### src/rtl/cs_burst_pkg.sv
package cs_burst_pkg;

  typedef enum logic [1:0] {
    KIND_DATA  = 2'd0,
    KIND_FETCH = 2'd1,
    KIND_LINE  = 2'd2,
    KIND_CRIT  = 2'd3
  } rd_kind_e;

  typedef enum logic [1:0] {
    XFER_SINGLE = 2'd0,
    XFER_SHORT  = 2'd1,
    XFER_LONG   = 2'd2
  } xfer_e;

  // capabilities of one chip select
  typedef struct packed {
    logic bre;   // bursting allowed
    logic lng;   // 32-byte bursts supported
    logic wrp;   // wrapped ordering supported
  } cs_caps_t;

  // transfer plan for one request
  typedef struct packed {
    xfer_e xtype;
    logic  wrap;       // long burst in wrapped order
    logic  multi;      // covers a full line
    logic  split;      // line issued as separate short bursts
    logic  from_base;  // order starts at line base
  } plan_t;

endpackage

### src/rtl/cs_cfg_select.sv
module cs_cfg_select
  import cs_burst_pkg::*;
#(
  parameter int NUM_CS = 8,
  parameter int CS_W   = (NUM_CS > 1) ? $clog2(NUM_CS) : 1
) (
  input  logic [NUM_CS-1:0] bre_i,
  input  logic [NUM_CS-1:0] lng_i,
  input  logic [NUM_CS-1:0] wrp_i,
  input  logic [CS_W-1:0]   cs_i,
  input  logic              boot_i,
  output cs_caps_t          caps_o
);

  cs_caps_t caps_arr [NUM_CS];

  for (genvar g = 0; g < NUM_CS; g++) begin : g_caps
    assign caps_arr[g].bre = bre_i[g];
    assign caps_arr[g].lng = lng_i[g];
    assign caps_arr[g].wrp = wrp_i[g];
  end

  // boot select borrows chip select 0 settings
  logic [CS_W-1:0] sel;
  assign sel = boot_i ? '0 : cs_i;

  always_comb begin
    caps_o = '0;
    for (int i = 0; i < NUM_CS; i++) begin
      if (sel == CS_W'(i)) caps_o = caps_arr[i];
    end
  end

endmodule

### src/rtl/cs_burst_decide.sv
module cs_burst_decide
  import cs_burst_pkg::*;
(
  input  logic       burst_mode_i,
  input  cs_caps_t   caps_i,
  input  logic [1:0] kind_i,
  output plan_t      plan_o
);

  rd_kind_e kind;
  logic     burst_on;

  assign kind     = rd_kind_e'(kind_i);
  assign burst_on = burst_mode_i & caps_i.bre;

  always_comb begin
    plan_o.xtype     = XFER_SINGLE;
    plan_o.wrap      = 1'b0;
    plan_o.multi     = 1'b0;
    plan_o.split     = 1'b0;
    plan_o.from_base = 1'b0;
    if (burst_on) begin
      unique case (kind)
        KIND_FETCH: begin
          plan_o.xtype = XFER_SHORT;
        end
        KIND_LINE: begin
          plan_o.multi     = 1'b1;
          plan_o.from_base = 1'b1;
          if (caps_i.lng) begin
            plan_o.xtype = XFER_LONG;
          end else begin
            plan_o.xtype = XFER_SHORT;
            plan_o.split = 1'b1;
          end
        end
        KIND_CRIT: begin
          plan_o.multi = 1'b1;
          if (caps_i.lng && caps_i.wrp) begin
            plan_o.xtype = XFER_LONG;
            plan_o.wrap  = 1'b1;
          end else begin
            plan_o.xtype = XFER_SHORT;
            plan_o.split = 1'b1;
          end
        end
        default: begin
          plan_o.xtype = XFER_SINGLE;
        end
      endcase
    end
  end

endmodule

### src/rtl/cs_beat_seq.sv
module cs_beat_seq
  import cs_burst_pkg::*;
#(
  parameter int ADDR_W   = 32,
  parameter int OFS_W    = 3,
  parameter int IDX_W    = 2,
  localparam int LINE_OFS = OFS_W + IDX_W
) (
  input  logic              clk,
  input  logic              rst_n,
  input  logic              accept_i,
  input  plan_t             plan_i,
  input  logic [ADDR_W-1:0] addr_i,
  output logic              busy_o,
  output logic [1:0]        ptype_o,
  output logic              wrap_o,
  output logic              first_o,
  output logic [ADDR_W-1:0] addr_o,
  output logic              done_o
);

  logic                       busy_q, busy_d;
  plan_t                      plan_q, plan_d;
  logic [ADDR_W-LINE_OFS-1:0] hi_q, hi_d;
  logic [IDX_W-1:0]           start_q, start_d;
  logic [IDX_W-1:0]           cnt_q, cnt_d;
  logic [OFS_W-1:0]           lo_q, lo_d;
  logic                       last;
  logic                       ce;
  logic [IDX_W-1:0]           idx;

  assign last = !plan_q.multi || (cnt_q == {IDX_W{1'b1}});
  assign ce   = accept_i | busy_q;
  assign idx  = start_q + cnt_q;

  always_comb begin
    busy_d  = busy_q;
    plan_d  = plan_q;
    hi_d    = hi_q;
    start_d = start_q;
    cnt_d   = cnt_q;
    lo_d    = lo_q;
    if (accept_i) begin
      busy_d  = 1'b1;
      plan_d  = plan_i;
      hi_d    = addr_i[ADDR_W-1:LINE_OFS];
      start_d = plan_i.from_base ? '0 : addr_i[LINE_OFS-1:OFS_W];
      lo_d    = addr_i[OFS_W-1:0];
      cnt_d   = '0;
    end else if (busy_q) begin
      if (last) busy_d = 1'b0;
      else      cnt_d  = cnt_q + 1'b1;
    end
  end

  always_ff @(posedge clk or negedge rst_n) begin
    if (!rst_n) begin
      busy_q  <= 1'b0;
      plan_q  <= '0;
      hi_q    <= '0;
      start_q <= '0;
      cnt_q   <= '0;
      lo_q    <= '0;
    end else if (ce) begin
      busy_q  <= busy_d;
      plan_q  <= plan_d;
      hi_q    <= hi_d;
      start_q <= start_d;
      cnt_q   <= cnt_d;
      lo_q    <= lo_d;
    end
  end

  assign busy_o  = busy_q;
  assign ptype_o = plan_q.xtype;
  assign wrap_o  = plan_q.wrap;
  assign first_o = busy_q & ((cnt_q == '0) | plan_q.split);
  assign done_o  = busy_q & last;
  assign addr_o  = {hi_q, idx, (plan_q.xtype == XFER_SINGLE) ? lo_q : {OFS_W{1'b0}}};

  AST_DONE_IN_BURST: assert property (@(posedge clk) disable iff (!rst_n)
    done_o |-> busy_o);
  AST_DONE_ENDS: assert property (@(posedge clk) disable iff (!rst_n)
    done_o && !accept_i |=> !busy_o);
  AST_NO_EARLY_END: assert property (@(posedge clk) disable iff (!rst_n)
    busy_o && !done_o |=> busy_o && $stable(ptype_o) && $stable(wrap_o));
  AST_ACCEPT_IDLE: assert property (@(posedge clk) disable iff (!rst_n)
    accept_i |-> !busy_q);
  AST_FIRST_ON_ACCEPT: assert property (@(posedge clk) disable iff (!rst_n)
    accept_i |=> first_o);

endmodule

### src/rtl/cs_burst_planner.sv
module cs_burst_planner
  import cs_burst_pkg::*;
#(
  parameter int NUM_CS     = 8,
  parameter int ADDR_W     = 32,
  parameter int BEAT_BYTES = 8,
  parameter int LINE_BYTES = 32,
  localparam int CS_W      = (NUM_CS > 1) ? $clog2(NUM_CS) : 1,
  localparam int OFS_W     = $clog2(BEAT_BYTES),
  localparam int IDX_W     = $clog2(LINE_BYTES / BEAT_BYTES)
) (
  input  logic              clk,
  input  logic              rst_n,
  input  logic              burst_mode_i,
  input  logic [NUM_CS-1:0] cfg_bre_i,
  input  logic [NUM_CS-1:0] cfg_long_i,
  input  logic [NUM_CS-1:0] cfg_wrap_i,
  input  logic              req_valid_i,
  input  logic              req_boot_i,
  input  logic [CS_W-1:0]   req_cs_i,
  input  logic [1:0]        req_kind_i,
  input  logic [ADDR_W-1:0] req_addr_i,
  output logic              req_ready_o,
  output logic [1:0]        plan_type_o,
  output logic              plan_wrap_o,
  output logic              beat_valid_o,
  output logic              beat_first_o,
  output logic [ADDR_W-1:0] beat_addr_o,
  output logic              done_o
);

  // reset asserts at once, releases on a clock edge
  logic [1:0] rst_sync_q;
  logic       rst_int_n;

  always_ff @(posedge clk or negedge rst_n) begin
    if (!rst_n) rst_sync_q <= '0;
    else        rst_sync_q <= {rst_sync_q[0], 1'b1};
  end
  assign rst_int_n = rst_sync_q[1];

  cs_caps_t caps;
  plan_t    plan;
  logic     busy;
  logic     accept;

  cs_cfg_select #(.NUM_CS(NUM_CS), .CS_W(CS_W)) u_sel (
    .bre_i  (cfg_bre_i),
    .lng_i  (cfg_long_i),
    .wrp_i  (cfg_wrap_i),
    .cs_i   (req_cs_i),
    .boot_i (req_boot_i),
    .caps_o (caps)
  );

  cs_burst_decide u_dec (
    .burst_mode_i (burst_mode_i),
    .caps_i       (caps),
    .kind_i       (req_kind_i),
    .plan_o       (plan)
  );

  assign req_ready_o = !busy;
  assign accept      = req_valid_i && req_ready_o && rst_int_n;
  assign beat_valid_o = busy;

  cs_beat_seq #(.ADDR_W(ADDR_W), .OFS_W(OFS_W), .IDX_W(IDX_W)) u_seq (
    .clk      (clk),
    .rst_n    (rst_int_n),
    .accept_i (accept),
    .plan_i   (plan),
    .addr_i   (req_addr_i),
    .busy_o   (busy),
    .ptype_o  (plan_type_o),
    .wrap_o   (plan_wrap_o),
    .first_o  (beat_first_o),
    .addr_o   (beat_addr_o),
    .done_o   (done_o)
  );

  AST_OFF_SINGLE: assert property (@(posedge clk) disable iff (!rst_int_n)
    accept && !burst_mode_i |=> plan_type_o == 2'd0 && done_o);
  AST_DATA_SINGLE: assert property (@(posedge clk) disable iff (!rst_int_n)
    accept && req_kind_i == 2'd0 |=> plan_type_o == 2'd0);
  AST_WRAP_LONG: assert property (@(posedge clk) disable iff (!rst_int_n)
    beat_valid_o && plan_wrap_o |-> plan_type_o == 2'd2);
  AST_BURST_ALIGNED: assert property (@(posedge clk) disable iff (!rst_int_n)
    beat_valid_o && plan_type_o != 2'd0 |-> beat_addr_o[OFS_W-1:0] == '0);

endmodule

### config.mk
export PLATFORM = sky130hd
export DESIGN_NAME = cs_burst_planner
export DESIGN_NICKNAME = d
export VERILOG_FILES = /design/src/rtl/cs_burst_pkg.sv /design/src/rtl/cs_cfg_select.sv /design/src/rtl/cs_burst_decide.sv /design/src/rtl/cs_beat_seq.sv /design/src/rtl/cs_burst_planner.sv
export SDC_FILE = /design/constraint.sdc
export NUM_CORES = 1
export LEC_CHECK = 0
export ABC_AREA = 0
export BUFFER_PORTS_ARGS = -buffer_cell sky130_fd_sc_hd__buf_2
export CAP_MARGIN = 20
export CORE_MARGIN = 2
export CORE_UTILIZATION = 30
export DETAILED_ROUTE_END_ITERATION = 12
export PLACE_DENSITY = 0.59
export SYNTH_ARGS = -nofsm -noshare
export SYNTH_HDL_FRONTEND = slang
export SYNTH_SLANG_ARGS = --single-unit
### constraint.sdc
create_clock -name clk -period 1.3 [get_ports clk]
set_input_delay 0.195 -clock clk [delete_from_list [all_inputs] [get_ports clk]]
set_output_delay 0.195 -clock clk [all_outputs]
set_load 0.005 [all_outputs]
* After elaboration in Yosys (flattened, before gate mapping) *
Index checks and enable logic that the tools add are counted.

storage, ports and cells
  bits in registers = 42
  latch bits = 0
  bits in writable memories = 0
  bits in read-only memories = 0
  input port bits = 66
  word-level logic and storage cells = 68
  memories = 0

operators by class
  $add $sub $neg = 2
  multiply operators = 0
  div/mod/pow operators = 0
  $lt $le $gt $ge = 0
  eq/ne operators = 12
  shift operators = 0
  mux-type cells = 27
  bitwise operators = 5
  reductions and logical operators = 12

operators with widths
  kind                                                              number
  3-bit two-way mux                                                 10
  3-bit == test (second input constant)                             4
  2-bit two-way mux                                                 6
  1-bit two-way mux                                                 8
  2-bit == test (second input constant)                             3
  3-bit by 2-bit == test with 1-bit output (second input constant)  2
  6-bit two-way mux                                                 1
  2-bit one-hot mux with 3 select lines                             1
  2-bit logical NOT                                                 2
  2-bit one-hot mux with 2 select lines                             1
  1-bit AND                                                         3
  3-bit by 1-bit == test with 1-bit output (second input constant)  1
  1-bit logical AND                                                 3
  3-bit logical NOT                                                 1
  3-bit AND reduction                                               1
  2-bit by 1-bit adder with 2-bit output (second input constant)    1
  2-bit adder                                                       1
  2-bit by 1-bit == test with 1-bit output (second input constant)  1
  1-bit logical NOT                                                 2
  2-bit by 1-bit != test with 1-bit output (second input constant)  1
  1-bit OR                                                          2
  2-bit AND reduction                                               1
  2-bit nonzero test                                                1
  1-bit logical OR                                                  1

* Logic depth before layout (Yosys ltp) *
  depth after elaboration = 15
  gate-level depth with buffers = 8
  gate-level depth less buffers = 6

* Cells and area by module *
From an unflattened synthesis, not the netlist that was laid out.

second synthesis, totals
  cells, all modules = 184
  area, all modules = 2328.5 sq um

by module, submodules not included
  module            times used  cells an instance  area each (sq um)  seq. area each (sq um)
  cs_beat_seq       1           110                1833.0             1001.0
  cs_cfg_select     1           57                 356.6              0.0
  cs_burst_decide   1           12                 72.6               0.0
  cs_burst_planner  1           5                  66.3               50.0

* Least setup slack after synthesis *
Ideal clock, no wire load.

  path type = register to register
  from = reg rst_sync_q[1]
  to = reg u_seq.hi_q[0]
  arrival = 1.960 ns
  required time = 1.183 ns
  slack = -0.777 ns
  stages on the path, launching flop included = 6
  path buffers = 2
  cell sequence = dfrtp_1 nand3_1 buf_6 clkbuf_1 nand2_1 nand2_1

between the ends
  cells in the longest elaborated chain, start to end = 3

RTL lines
  what                                    RTL line                RTL
  start, declared                         cs_burst_planner.sv:33  logic [1:0] rst_sync_q;
  start signal, assigned                  cs_burst_planner.sv:38  else rst_sync_q <= {rst_sync_q[0], 1'b1};
  1-bit logical AND *                     cs_burst_planner.sv:64  assign accept = req_valid_i && req_ready_o && rst_int_n;
  1-bit OR                                cs_beat_seq.sv:33       assign ce = accept_i | busy_q;
  2-bit AND reduction (no source line) *  n/a
  end signal, assigned                    cs_beat_seq.sv:67       hi_q <= hi_d;
  end, declared                           cs_beat_seq.sv:24       logic [ADDR_W-LINE_OFS-1:0] hi_q, hi_d;

Mark *: on every way between the ends. The rest lies on a longest branch, timed or not.
A chain may end at the register's enable or synchronous reset.

* Worst setup path after layout *
  from = reg u_seq.cnt_q[0]
  to = out beat_addr_o[4]

between the ends
  cells in the longest elaborated chain, start to end = 1

RTL lines
  what                    RTL line                RTL
  start, declared         cs_beat_seq.sv:26       logic [IDX_W-1:0] cnt_q, cnt_d;
  start signal, assigned  cs_beat_seq.sv:69       cnt_q <= cnt_d;
  2-bit adder             cs_beat_seq.sv:34       assign idx = start_q + cnt_q;
  end, declared           cs_burst_planner.sv:28  output logic [ADDR_W-1:0] beat_addr_o,

Every way passes these cells.

==> flow_summary.toml <==
[final_layout]
area.growth.synth_to_final_pct = 49.71
storage_cell_area_mm2 = 0.001057
mostFrequentLayoutCell = "sky130_fd_sc_hd__nand2_1"
fin_nets = 436
multi_input_area_mm2 = 0.001070
n_antenna_cell = 0
fill_cell_total_of_the_finished_layout = 702
layout-drive-gt1-share_pct = 46.47
mostFrequentLayoutCells = "101 x sky130_fd_sc_hd__nand2_1, 99 x sky130_fd_sc_hd__buf_2, 39 x sky130_fd_sc_hd__dfrtp_1"
stdcell_area_mm2 = 0.003196

[pwr]
power.clock.fraction_pct = 27.9
share_seq_of_total_power_pct = 45.2
switching_share_pct = 27.35
internal_power_uw = 2577
p_leak_uw = 0.001714
total_power_uw = 3548
combinational_share_of_power_pct = 26.9
vdd.ir_drop.worst_mv = 0.5635
switchingPower_uw = 970.1
power_density_mw_per_mm2 = 1110

[clocking]
clockBufferDepth = 2
cts_inserted_buffers = 5
cts.root.buffer_cell = "sky130_fd_sc_hd__clkbuf_8"
clk-insertion-delay-late_ns = 0.29
numClockSinks = 42
htree_num_levels = 2
tritoncts = "yes"
clk_pin_slew_worst_paths_ns = 0.08

[synth]
postSynth.asyncResetShare_pct = 100.0
yosys_most_used_dff = "sky130_fd_sc_hd__dfrtp_1"
netlist_instances = 246
synthSimpleGateAreaFrac_pct = 27.90
synth_compound_gate_area_share_pct = 12.49
number_of_storage_elements_in_the_synthesis_netlist = 42
post_synth_xor_area_fraction_pct = 0.8206
yosys.area_share.adder_pct = 1.758
synthesis.area_per_instance_um2 = 8.677
post_synth_instance_area_mm2 = 0.002135
yosysWarningCount = 0
mux_contribution_to_synthesized_area_pct = 0.9379
number_of_flops_mapped_to_enable_cells_by_yosys = 0
ys_types = 48
synth_top_family_by_area = "simple AND/OR/NAND/NOR gates"
postSynthNetCount = 315
ys_seq_area_share_pct = 49.24

[routing]
drc = 0
number_of_detailed_route_iterations_in_the_first_pass = 5
initialDrtViolationCount = 68
antenna_left = 0
wl_mm = 5.601
routed-via-count = 2063
drt-wirelength-per-cell_um = 12.07
avgViaCountPerCell = 4.446

[sta]
finClkSkew_ns = 0.006627
max_clock_freq_mhz = 672.6
fin_crit_ns = 1.487
period_share_pct = 114.4
finalHoldWorstSlack_ns = 0.08947
hold_viol = 0
rsz0062_at_grt = "yes"
drv_slew = 0
setup_slack_ns = -0.1868
total_setup_violations_reported_at_the_end_of_the_flow = 3

[setup_path]
worst_ep_required_time_ns = 1.11
timing.critical_path.to_type = "primary output"
path_cells = "ha_4, xnor2_2, xnor2_1, buf_2"
reg2reg_depth = 5
critical_path_arrival_ns = 1.29
worst_path_max_delay_cell = "sky130_fd_sc_hd__dfrtp_1"
r2r_start = "u_seq.busy_o"
max_stage_delay_on_crit_path_ns = 0.42
worstSetupStartpointType = "register"
cp_max_fo = 2
critPathKind = "reg2out"
crit_startpoint = "u_seq.cnt_q[0]"
cpLargestDelayFamily = "flip-flops"
r2r-end = "u_seq.ptype_o[0]"
timing.critical_path.buf_inv = 1
ff2ff_setup_slack_ns = 0.03

[floorplan]
die_h_um = 88.35
io_pins = 105
placementRows = 30
initial_utilization_pct = 31.25
fp.coreArea_mm2 = 0.006832
die-width_um = 88.35
floorplan.die_area_mm2 = 0.007806

[place]
gpl.final_weighted_congestion = 0.7700
preCtsSetupSlack_ns = -0.3266
detail_placement_hpwl_mm = 4.047
place_area_mm2 = 0.002853
place.port_buffers = 104

[global_routing]
total_gr_overflow = 0
grt_first_pass_wirelength_mm = 8.459
groute.usage.overall_pct = 13.70
antenna_found_initial = 0
grt_max_degree = 36
number_of_global_route_vias_before_repair = 1931

[min_path]
hold_path_class = "in2reg"
hp-start = "req_addr_i[19]"
min_path_cells = 3
hold-path-endpoint = "u_seq.hi_q[14]"

[outcome]
run_status = "finished with violations"
violations_in_the_final_reports = "negative setup slack"

[job]
maxCapViolations = 0
layout make-up:
class	instances	share of cell area [%]
clock inverter	1	0.9397
tap	96	3.759
inverter	9	1.135
timing repair buffer	129	25.22
multi-input combinational	180	33.48
clock buffer	7	2.388
sequential	42	33.09
synth_stat cells, types with 2 or more instances:
master                       n  area share, %
sky130_fd_sc_hd__nand2_1   102             18
sky130_fd_sc_hd__dfrtp_1    42             49
sky130_fd_sc_hd__nor2_1     10            1.8
sky130_fd_sc_hd__inv_1       8            1.4
sky130_fd_sc_hd__o21ai_0     6            1.4
sky130_fd_sc_hd__buf_6       5            2.6
sky130_fd_sc_hd__clkbuf_1    5           0.88
sky130_fd_sc_hd__a21oi_1     4           0.94
sky130_fd_sc_hd__buf_4       4            1.4
sky130_fd_sc_hd__nand3_1     4           0.94
sky130_fd_sc_hd__and2_1      3           0.88
sky130_fd_sc_hd__ha_1        3            1.8
sky130_fd_sc_hd__nand2b_1    3           0.88
sky130_fd_sc_hd__o22ai_1     3           0.88
sky130_fd_sc_hd__a21o_1      2           0.70
sky130_fd_sc_hd__a21oi_2     2           0.82
sky130_fd_sc_hd__and2b_1     2           0.70
sky130_fd_sc_hd__and3_1      2           0.59
sky130_fd_sc_hd__mux2i_1     2           0.94
sky130_fd_sc_hd__nand4_1     2           0.59
sky130_fd_sc_hd__nor2b_1     2           0.59
sky130_fd_sc_hd__o21bai_1    2           0.70
sky130_fd_sc_hd__o221ai_1    2           0.82
sky130_fd_sc_hd__xnor2_1     2           0.82
repair_timing:
action | in CTS | in global routing
hold endpoints to repair | 2 | 0
setup buffers | 2 | 3
cloned | 0 | 1
pin swaps | 6 | 14
hold buffers | 1 | 0
endpoints found under the setup margin | 8 | 37
gates resized for setup | 5 | 37
routing by layer:
metal	GRT usage, %	up-vias	share of wire [%]
met3	3.358	4	4.2
met4	2.893	0	0.70
met5	0	-	0
met1	17.01	966	44
li1	-	1040	-
met2	24.20	53	51
worst max path at each step:
stage	end	slack, ns	cells after the start
after floorplan	u_seq.wrap_o	-0.19	4
after global placement	u_seq.ptype_o[0]	-0.29	8
after detailed placement	u_seq.ptype_o[0]	-0.33	8
after CTS	beat_addr_o[4]	-0.22	4
after global routing	beat_addr_o[4]	-0.28	4
final	beat_addr_o[4]	-0.19	4
power groups by stage:
stage	logic [uW]	registers [uW]	clock network [uW]
final	954	1600	990
after global routing	1080	1630	1090
after CTS	867	1590	1030
after detailed placement	843	1620	0
after global placement	831	1610	0
after floorplan	389	1650	0
worst min-delay path, delay by kind of cell:
kind	cells	cell delay (ns)
buffers and inverters	1	0.07
AND/OR/NAND/NOR	2	0.08
registers in the layout, summed over array words and instances, names as in the netlist:
signal,cells
u_seq.hi_q,27
u_seq.busy_o,1
rst_sync_q,2
u_seq.cnt_q,2
u_seq.start_q,2
u_seq.lo_q,3
u_seq.plan_q,2
u_seq.ptype_o,2
u_seq.wrap_o,1
cells by family after synthesis:
family	after synthesis
compound gates	35
buf+inv	24
flops	42
xor+xnor	2
mux	2
other cells	1
simple gates	137
fa+ha+maj	3
stage by stage:
step | setup TNS [ns] | util (%) | cells
6_report | -0.5043 | 46.78 | 464
5_1_grt | -0.9778 | 46.78 | 464
4_1_cts | -0.6579 | 44.01 | 460
3_5_place_dp | -1.751 | 41.76 | 449
3_3_place_gp | -1.589 | 41.76 | 449
2_1_floorplan | -3.760 | - | 246
No activity file was read; power rests on OpenSTA's default activity.
